==> src/rtl/twin_port_pkg.sv <==
package twin_port_pkg;

    localparam int LANE_COUNT = 2;

    typedef enum logic [1:0] {
        SIDE_NONE  = 2'd0,
        SIDE_LEFT  = 2'd1,
        SIDE_RIGHT = 2'd2
    } side_e;

    typedef struct packed {
        logic                  en;
        logic                  wr;
        logic [LANE_COUNT-1:0] lanes;
    } port_ctl_t;

    function automatic port_ctl_t decode_ctl(input logic ce_n, input logic write,
                                             input logic ub_n, input logic lb_n);
        port_ctl_t c;
        c.en    = ~ce_n;
        c.wr    = write;
        c.lanes = {~ub_n, ~lb_n};
        return c;
    endfunction

    function automatic side_e first_arrival(input logic l_settled, input logic r_settled);
        if (r_settled && !l_settled) return SIDE_RIGHT;
        return SIDE_LEFT;
    endfunction

endpackage

==> src/rtl/tp_port_track.sv <==
module tp_port_track #(
    parameter int ADDR_W = 6
) (
    input  logic              clk,
    input  logic              rst,
    input  logic              en,
    input  logic [ADDR_W-1:0] addr,
    output logic              settled
);
    logic              en_q;
    logic [ADDR_W-1:0] addr_q;

    always_ff @(posedge clk) begin
        if (rst) begin
            en_q   <= 1'b0;
            addr_q <= '0;
        end else begin
            en_q   <= en;
            addr_q <= addr;
        end
    end

    assign settled = en && en_q && (addr_q == addr);
endmodule

==> src/rtl/tp_arbiter.sv <==
module tp_arbiter
    import twin_port_pkg::*;
(
    input  logic clk,
    input  logic rst,
    input  logic master,
    input  logic l_en,
    input  logic r_en,
    input  logic l_wr,
    input  logic r_wr,
    input  logic same_addr,
    input  logic l_settled,
    input  logic r_settled,
    output logic l_lose,
    output logic r_lose
);
    side_e owner_q;
    side_e winner;
    logic  contend;

    always_comb begin
        contend = l_en && r_en && same_addr && (l_wr || r_wr);
        if (!contend)
            winner = SIDE_NONE;
        else if (owner_q != SIDE_NONE)
            winner = owner_q;
        else
            winner = first_arrival(l_settled, r_settled);
    end

    always_ff @(posedge clk) begin
        if (rst) owner_q <= SIDE_NONE;
        else     owner_q <= winner;
    end

    assign l_lose = master && (winner == SIDE_RIGHT);
    assign r_lose = master && (winner == SIDE_LEFT);

    // once a collision is decided, the owner does not change while it lasts
    assert_hold_winner_R4: assert property (@(posedge clk) disable iff (rst)
        (contend && $past(contend) && !$past(rst)) |-> (winner == $past(winner)));
endmodule

==> src/rtl/tp_byte_mem.sv <==
module tp_byte_mem
    import twin_port_pkg::*;
#(
    parameter int ADDR_W = 6,
    parameter int LANE_W = 8
) (
    input  logic                         clk,
    input  logic                         rst,
    input  logic                         l_we,
    input  logic [LANE_COUNT-1:0]        l_mask,
    input  logic [ADDR_W-1:0]            l_addr,
    input  logic [LANE_COUNT*LANE_W-1:0] l_wdata,
    output logic [LANE_COUNT*LANE_W-1:0] l_rdata,
    input  logic                         r_we,
    input  logic [LANE_COUNT-1:0]        r_mask,
    input  logic [ADDR_W-1:0]            r_addr,
    input  logic [LANE_COUNT*LANE_W-1:0] r_wdata,
    output logic [LANE_COUNT*LANE_W-1:0] r_rdata
);
    localparam int DEPTH  = 1 << ADDR_W;
    localparam int WORD_W = LANE_COUNT * LANE_W;

    logic [WORD_W-1:0] store [DEPTH];
    logic [WORD_W-1:0] l_bits, r_bits;

    // expand lane masks into per-bit masks
    for (genvar g = 0; g < LANE_COUNT; g++) begin : g_lane
        assign l_bits[g*LANE_W +: LANE_W] = {LANE_W{l_we && l_mask[g]}};
        assign r_bits[g*LANE_W +: LANE_W] = {LANE_W{r_we && r_mask[g]}};
    end

    always_ff @(posedge clk) begin
        if (rst) begin
            for (int i = 0; i < DEPTH; i++) store[i] <= '0;
        end else if (l_addr == r_addr) begin
            // right lanes overwrite left lanes on a shared word
            store[l_addr] <= (store[l_addr] & ~(l_bits | r_bits))
                           | (l_wdata & l_bits & ~r_bits)
                           | (r_wdata & r_bits);
        end else begin
            store[l_addr] <= (store[l_addr] & ~l_bits) | (l_wdata & l_bits);
            store[r_addr] <= (store[r_addr] & ~r_bits) | (r_wdata & r_bits);
        end
    end

    assign l_rdata = store[l_addr];
    assign r_rdata = store[r_addr];
endmodule

==> src/rtl/twin_port_guard.sv <==
module twin_port_guard
    import twin_port_pkg::*;
#(
    parameter int ADDR_W = 6,
    parameter int LANE_W = 8
) (
    input  logic                         clk,
    input  logic                         rst,
    input  logic                         is_master,
    input  logic                         l_ce_n,
    input  logic                         l_write,
    input  logic                         l_ub_n,
    input  logic                         l_lb_n,
    input  logic [ADDR_W-1:0]            l_addr,
    input  logic [LANE_COUNT*LANE_W-1:0] l_wdata,
    output logic [LANE_COUNT*LANE_W-1:0] l_rdata,
    input  logic                         l_busy_i,
    output logic                         l_busy_o,
    input  logic                         r_ce_n,
    input  logic                         r_write,
    input  logic                         r_ub_n,
    input  logic                         r_lb_n,
    input  logic [ADDR_W-1:0]            r_addr,
    input  logic [LANE_COUNT*LANE_W-1:0] r_wdata,
    output logic [LANE_COUNT*LANE_W-1:0] r_rdata,
    input  logic                         r_busy_i,
    output logic                         r_busy_o
);
    port_ctl_t         ctl  [2];
    logic [ADDR_W-1:0] addr [2];
    logic              settled [2];
    logic              l_lose, r_lose, l_block, r_block;

    always_comb begin
        ctl[0]  = decode_ctl(l_ce_n, l_write, l_ub_n, l_lb_n);
        ctl[1]  = decode_ctl(r_ce_n, r_write, r_ub_n, r_lb_n);
        addr[0] = l_addr;
        addr[1] = r_addr;
    end

    for (genvar p = 0; p < 2; p++) begin : g_side
        tp_port_track #(.ADDR_W(ADDR_W)) u_track (
            .clk     (clk),
            .rst     (rst),
            .en      (ctl[p].en),
            .addr    (addr[p]),
            .settled (settled[p])
        );
    end

    tp_arbiter u_arb (
        .clk       (clk),
        .rst       (rst),
        .master    (is_master),
        .l_en      (ctl[0].en),
        .r_en      (ctl[1].en),
        .l_wr      (ctl[0].wr),
        .r_wr      (ctl[1].wr),
        .same_addr (l_addr == r_addr),
        .l_settled (settled[0]),
        .r_settled (settled[1]),
        .l_lose    (l_lose),
        .r_lose    (r_lose)
    );

    assign l_busy_o = l_lose;
    assign r_busy_o = r_lose;
    assign l_block  = is_master ? l_lose : l_busy_i;
    assign r_block  = is_master ? r_lose : r_busy_i;

    tp_byte_mem #(.ADDR_W(ADDR_W), .LANE_W(LANE_W)) u_mem (
        .clk     (clk),
        .rst     (rst),
        .l_we    (ctl[0].en && ctl[0].wr && !l_block),
        .l_mask  (ctl[0].lanes),
        .l_addr  (l_addr),
        .l_wdata (l_wdata),
        .l_rdata (l_rdata),
        .r_we    (ctl[1].en && ctl[1].wr && !r_block),
        .r_mask  (ctl[1].lanes),
        .r_addr  (r_addr),
        .r_wdata (r_wdata),
        .r_rdata (r_rdata)
    );

    // never both sides flagged
    assert_onehot_busy_R3: assert property (@(posedge clk) disable iff (rst)
        $onehot0({l_busy_o, r_busy_o}));

    // a busy flag needs both ports enabled on one address
    assert_busy_needs_match_R6: assert property (@(posedge clk) disable iff (rst)
        (l_busy_o || r_busy_o) |-> (!l_ce_n && !r_ce_n && (l_addr == r_addr)));

    // shared reads never raise busy
    assert_read_share_R2: assert property (@(posedge clk) disable iff (rst)
        (!l_ce_n && !r_ce_n && !l_write && !r_write) |-> !(l_busy_o || r_busy_o));

    // slave role leaves busy outputs low
    assert_slave_quiet_R8: assert property (@(posedge clk) disable iff (rst)
        !is_master |-> !(l_busy_o || r_busy_o));
endmodule

==> config.mk <==
export PLATFORM = sky130hd
export DESIGN_NAME = twin_port_guard
export DESIGN_NICKNAME = d
export VERILOG_FILES = /design/src/rtl/twin_port_pkg.sv /design/src/rtl/tp_port_track.sv /design/src/rtl/tp_arbiter.sv /design/src/rtl/tp_byte_mem.sv /design/src/rtl/twin_port_guard.sv
export SDC_FILE = /design/constraint.sdc
export NUM_CORES = 2
export LEC_CHECK = 0
export ABC_AREA = 1
export CAP_MARGIN = 20
export CELL_PAD_IN_SITES_DETAIL_PLACEMENT = 1
export CELL_PAD_IN_SITES_GLOBAL_PLACEMENT = 2
export CORE_ASPECT_RATIO = 1.4
export CORE_MARGIN = 2
export CORE_UTILIZATION = 39
export CTS_CLUSTER_SIZE = 25
export DETAILED_ROUTE_END_ITERATION = 10
export PLACE_DENSITY = 0.94
export SETUP_SLACK_MARGIN = 0.3
export SLEW_MARGIN = 5
export SYNTH_ARGS = -nofsm -noshare
export SYNTH_HDL_FRONTEND = slang
export SYNTH_HIERARCHICAL = 1
export SYNTH_SLANG_ARGS = --single-unit
==> constraint.sdc <==
create_clock -name clk -period 4.4 [get_ports clk]
set_clock_uncertainty 0.05 [all_clocks]
set_input_delay 0.88 -clock clk [delete_from_list [all_inputs] [get_ports clk]]
set_output_delay 0.88 -clock clk [all_outputs]
set_load 0.02 [all_outputs]
After elaboration in Yosys (flattened, before gate mapping). Memory sizes are Yosys's and may differ from the RTL's. Cells that the tools add are included. Widths: inputs -> output; s select.

Register bits after elaboration: 16. RAM bits: 1024. Logic and storage cells: 81. Memories kept: 1. Output and inout bits: 34. Input port bits: 57.

Memory list: u_mem.store (words 64, bits a word 16, rd ports 2, clocked after Yosys merged registers in 0, write ports 64, RTL line tp_byte_mem.sv:23) `logic [WORD_W-1:0] store [DEPTH];`.

Bitwise logic cells: 21. Equal/unequal tests: 5. Multiplexer cells: 24. Reductions and logical operators: 25.

Operators with widths (count): $and 16x16->16 (6); $or 16x16->16 (5); $mux 16 (3); $not 16->16 (3); $reduce_or 16->1 (2); $eq 6x6->1 (3); $logic_and 1x1->1 (18); $mux 1 (15); $mux 6 (2); $mux 2 (4); $not 1->1 (6); $logic_not 1->1 (3); $eq 2x1->1 const B (1); $eq 2x2->1 const B (1); $reduce_bool 2->1 (1); $logic_or 1x1->1 (1); $or 1x1->1 (1).

Longest topological paths before layout.
Depth in word-level cells: 24. Gate-level depth with buffers: 21. Depth with buffers taken out: 20.

Modules after synthesis. Netlist, hierarchy kept.

By module, submodules not included: tp_byte_mem (times used 1, cells each 10771, area each 69850.7 um^2, seq. area each 30749.5 um^2); tp_port_track (times used 2, cells each 50, area each 306.5 um^2, seq. area each 140.1 um^2); twin_port_guard (times used 1, cells each 42, area each 173.9 um^2, seq. area each 0.0 um^2); tp_arbiter (times used 1, cells each 22, area each 125.1 um^2, seq. area each 40.0 um^2).

Worst setup path after synthesis. OpenSTA, ideal clock, no wires.

Path type: input to register. From: input l_ce_n. To: memory u_mem/store[41][13] (netlist name), data pin. Required time: 4.097 ns. Stages on the path: 20. Path slack: 0.977 ns. Setup time: 0.253 ns. Arrival: 3.120 ns. Buffers on the path: 2. Path through: inv_2 nand2_1 a21oi_1 nand3_1 nor2_2 inv_1 nand2_1 nand2_1 nand2_1 nand2_1 nor2_1 a211oi_1 nand2_1 inv_1 clkbuf_1 nand3_1 nand2_2 buf_4 nand2_1 nand2_1.

RTL lines: start: declaration (RTL line twin_port_guard.sv:10) `input logic l_ce_n,`; end: declaration (RTL line tp_byte_mem.sv:23).

Worst setup path in the final report.
From: input r_addr[4]. To: output r_rdata[7].

Word-level cells in the longest chain between the ends: 1.

Ends and longest elaborated chain: start: declaration (RTL line twin_port_guard.sv:23) `input logic [ADDR_W-1:0] r_addr,`; $mem_v2 64x16; end: declaration (RTL line twin_port_guard.sv:25) `output logic [LANE_COUNT*LANE_W-1:0] r_rdata,`.

Every way passes these cells.

==> results_dict.tcl <==
set metrics [dict create \
    io_pins 91 \
    p_comb_share_pct 23.5 \
    design_area_mm2 0.0846 \
    synthDistinctLibCells 31 \
    hold_depth 3 \
    dieArea_mm2 0.185 \
    endpoint_kind "output pin" \
    path_clk_slew_ns 0.06 \
    hpwl_mm 258 \
    post-route-period-util_pct 94.7 \
    crit_cells 10 \
    worst_pin_slew_ns 1.07 \
    die_h_um 508 \
    critical_path.cell_chain "clkdlybuf4s50_1, buf_12, buf_4, nor3_4, buf_6, nand2_1, nand2_1, nor2_1, nand2_1, dlygate4sd2_1" \
    hold_violations 0 \
    ant_nets 0 \
    path_max_fanout 11 \
    cts.root.buffer_cell "clkbuf_16" \
    max_stage_delay_ns 0.45 \
    maxCapViolCount 0 \
    syn_nets 11000 \
    arrival_ns 3.24 \
    yosys.area_share.simple_pct 44.5 \
    slew_headroom_pct 28.8 \
    p_sw_share_pct 33.3 \
    grt.total_usage_pct 38.5 \
    drive_above_1_share_pct 10.7 \
    synthMuxAreaShare_pct 0 \
    drc 0 \
    insertion_delay_ns 0.81 \
    fmax_mhz 240 \
    tritoncts "done" \
    vias 78900 \
    status "finished, final reports clean" \
    fillers 23300 \
    wire_per_inst_um 26.5 \
    critical_path.most_common_cell "nand2_1" \
    crit_type "input port to output pin" \
    synth_xor_area_share_pct 0.0495 \
    nNetsFinal 11300 \
    fin_util_pct 46.8 \
    fin_crit_ns 4.17 \
    grt_first_pass_wirelength_mm 522 \
    rsz0062_at_grt "true" \
    synth_top_family_by_area "simple AND/OR/NAND/NOR gates" \
    antenna_found_initial 8 \
    grt_max_degree 92 \
    synth_compound_area_share_pct 4.29 \
    yosysWarnings 6 \
    row_count 185 \
    setup_tns_ns 0 \
    finalMaxSlewViolations 0 \
    path_delay_family "buffers and inverters" \
    syn_inst 10900 \
    critPathLaunchType "input port" \
    die_width_um 364 \
    port_buffers 90 \
    p_leak_nw 42.0 \
    yosysSeqAreaShare_pct 43.9 \
    min_path_type "input port to flip-flop" \
    area_growth_pct 19.5 \
    ys_ff_latch 1040 \
    cellPowerDensity_mw_per_mm2 328 \
    cp.required_ns 3.47 \
    htreeDepth 3 \
    place_area_mm2 0.0805 \
    p_switching_mw 9.25 \
    viasPerCell 5.75 \
    numCtsBuffers 109 \
    synthAdderAreaFrac_pct 0 \
    clockPowerShare_pct 35.2 \
    syn_avg_cell_area_um2 6.47 \
    final_critical_path_setup_slack_ns 0.231 \
    peakVddDrop_mv 0.336 \
    critPathSlowestCell "clkdlybuf4s50_1" \
    clock-sinks 1040 \
    detailedPlace.worstSlack_ns -0.439 \
    cp_num_buf_inv 5 \
    wl_mm 364 \
    core_mm2 0.181 \
    internal-power_mw 18.5 \
    setup_viol 0 \
    p_seq_share_pct 41.3 \
    dr.pass1.iters 8 \
    initial_core_util_pct 39.1 \
    r2r_cells 23 \
    grt_pass1_vias 80800 \
    globalplace.congestion 1.06 \
    clk_path_buf_depth 3 \
    syn_area_mm2 0.0708 \
    grt_overflow_total 0 \
    drt_iter0_drc 8783 \
]
==> Yosys cell counts <==
library cell,count,area (µm²)
nor3_1,5,25.0
nand2_4,4,45.0
clkbuf_1,153,574
buf_6,4,45.0
xor2_1,3,26.3
nor3_2,17,170
inv_1,339,1270
inv_6,1,8.76
o211ai_1,8,60.1
inv_4,2,12.5
inv_2,13,48.8
nor2_1,203,762
nor2_4,9,101
o21ai_0,543,2720
buf_4,113,848
nand2_1,7729,29000
dfxtp_1,16,320
nand2_2,36,225
or3_1,64,400
nand3_1,53,265
nor3_4,4,65.1
buf_2,435,2180
nor2_2,62,388
o21ai_1,3,15.0
buf_1,40,150
a211oi_1,2,15.0
xnor2_1,1,8.76
clkinv_1,1,3.75
a21oi_1,46,230
nand3_2,2,20.0
edfxtp_1,1024,30700
==> per-layer routing <==
metal	GRT usage, %	share of wire (%)
met5	0	0.013
met4	33.4	10
met3	8.94	10
met2	60.6	45
met1	44.0	35
==> tightest hold or removal path: stages <==
cell and delay, ns:
clkbuf_16 0.15, inv_1 0.07, nor2_1 0.04
==> what timing repair did <==
item                       4_1_cts  5_1_grt
gates cloned                     1        3
hold buffers                     0        0
setup endpoints to repair       34      233
pin swaps                        3        4
gates resized for setup        101       65
setup buffers                    3       13
==> final timing paths <==
check	startpoint	endpoint	slack, ns
setup reg to reg	g_side[1].u_track/addr_q[5]$_SDFF_PP0_	u_mem/store[19][14]$_DFFE_PP_	0.99
hold reg to reg	u_arb/owner_q[1]$_SDFF_PP0_	u_arb/owner_q[1]$_SDFF_PP0_	0.67
setup / recovery	r_addr[4]	r_rdata[7]	0.23
hold / removal	r_addr[0]	g_side[1].u_track/addr_q[0]$_SDFF_PP0_	0.34
==> cell usage in the layout, fill, tap and decap left out, drive strengths merged <==
master	count
edfxtp	1024
dfxtp	16
dlygate4sd2	5
a211oi	2
buf	835
clkinv	47
xnor2	1
nor2	274
clkbuf	146
clkinvlp	8
nand3	55
o211ai	8
o21ai	546
xor2	3
diode	3
bufinv	12
nor3	26
clkdlybuf4s50	49
bufbuf	1
clkdlybuf4s15	7
or3	64
nand2	7769
inv	358
a21oi	46
==> flip-flops by register name (all words and copies together), names as in the netlist <==
signal                 flops
g_side.u_track/addr_q     12
u_arb/owner_q              2
g_side.u_track/en_q        2
u_mem/store             1024
==> power by group through the flow <==
stage / Combinational, mW / Clock [mW] / Sequential (mW)
floorplan: 2.77 / 0 / 11.6
global placement: 6.03 / 0 / 11.6
detailed placement: 6.16 / 0 / 11.7
CTS: 6.18 / 9.83 / 11.5
global route: 6.64 / 10.1 / 11.5
finish: 6.53 / 9.77 / 11.5
==> logic make-up after synthesis <==
kind of cell              Yosys count
xor gates and xnor gates            4
and+or+nand+nor                  8188
AOI/OAI and AO/OA                 602
DFF                              1040
buffers and inverters            1101
==> final cells by class <==
cell class                 count  area [µm²]  share of cell area [%]
antenna                        3        7.51                 0.00888
clock buffer                 131        2900                    3.42
clock inverter                69         687                   0.812
inverter                     356        1380                    1.63
multi-input combinational   8794       34900                    41.3
sequential                  1040       31100                    36.7
tap                         2431        3040                    3.60
timing repair buffer         912       10600                    12.5
==> through the flow <==
stage / instances / hold slack, ns / power [mW]
after floorplan: 10900 / 0.482 / 14.4
after global placement: 13500 / 0.649 / 17.7
after detailed placement: 13500 / 0.626 / 17.8
after CTS: 13700 / 0.341 / 27.5
after global routing: 13700 / 0.367 / 28.2
final: 13700 / 0.339 / 27.8
Power figures use the tool's default switching activity.
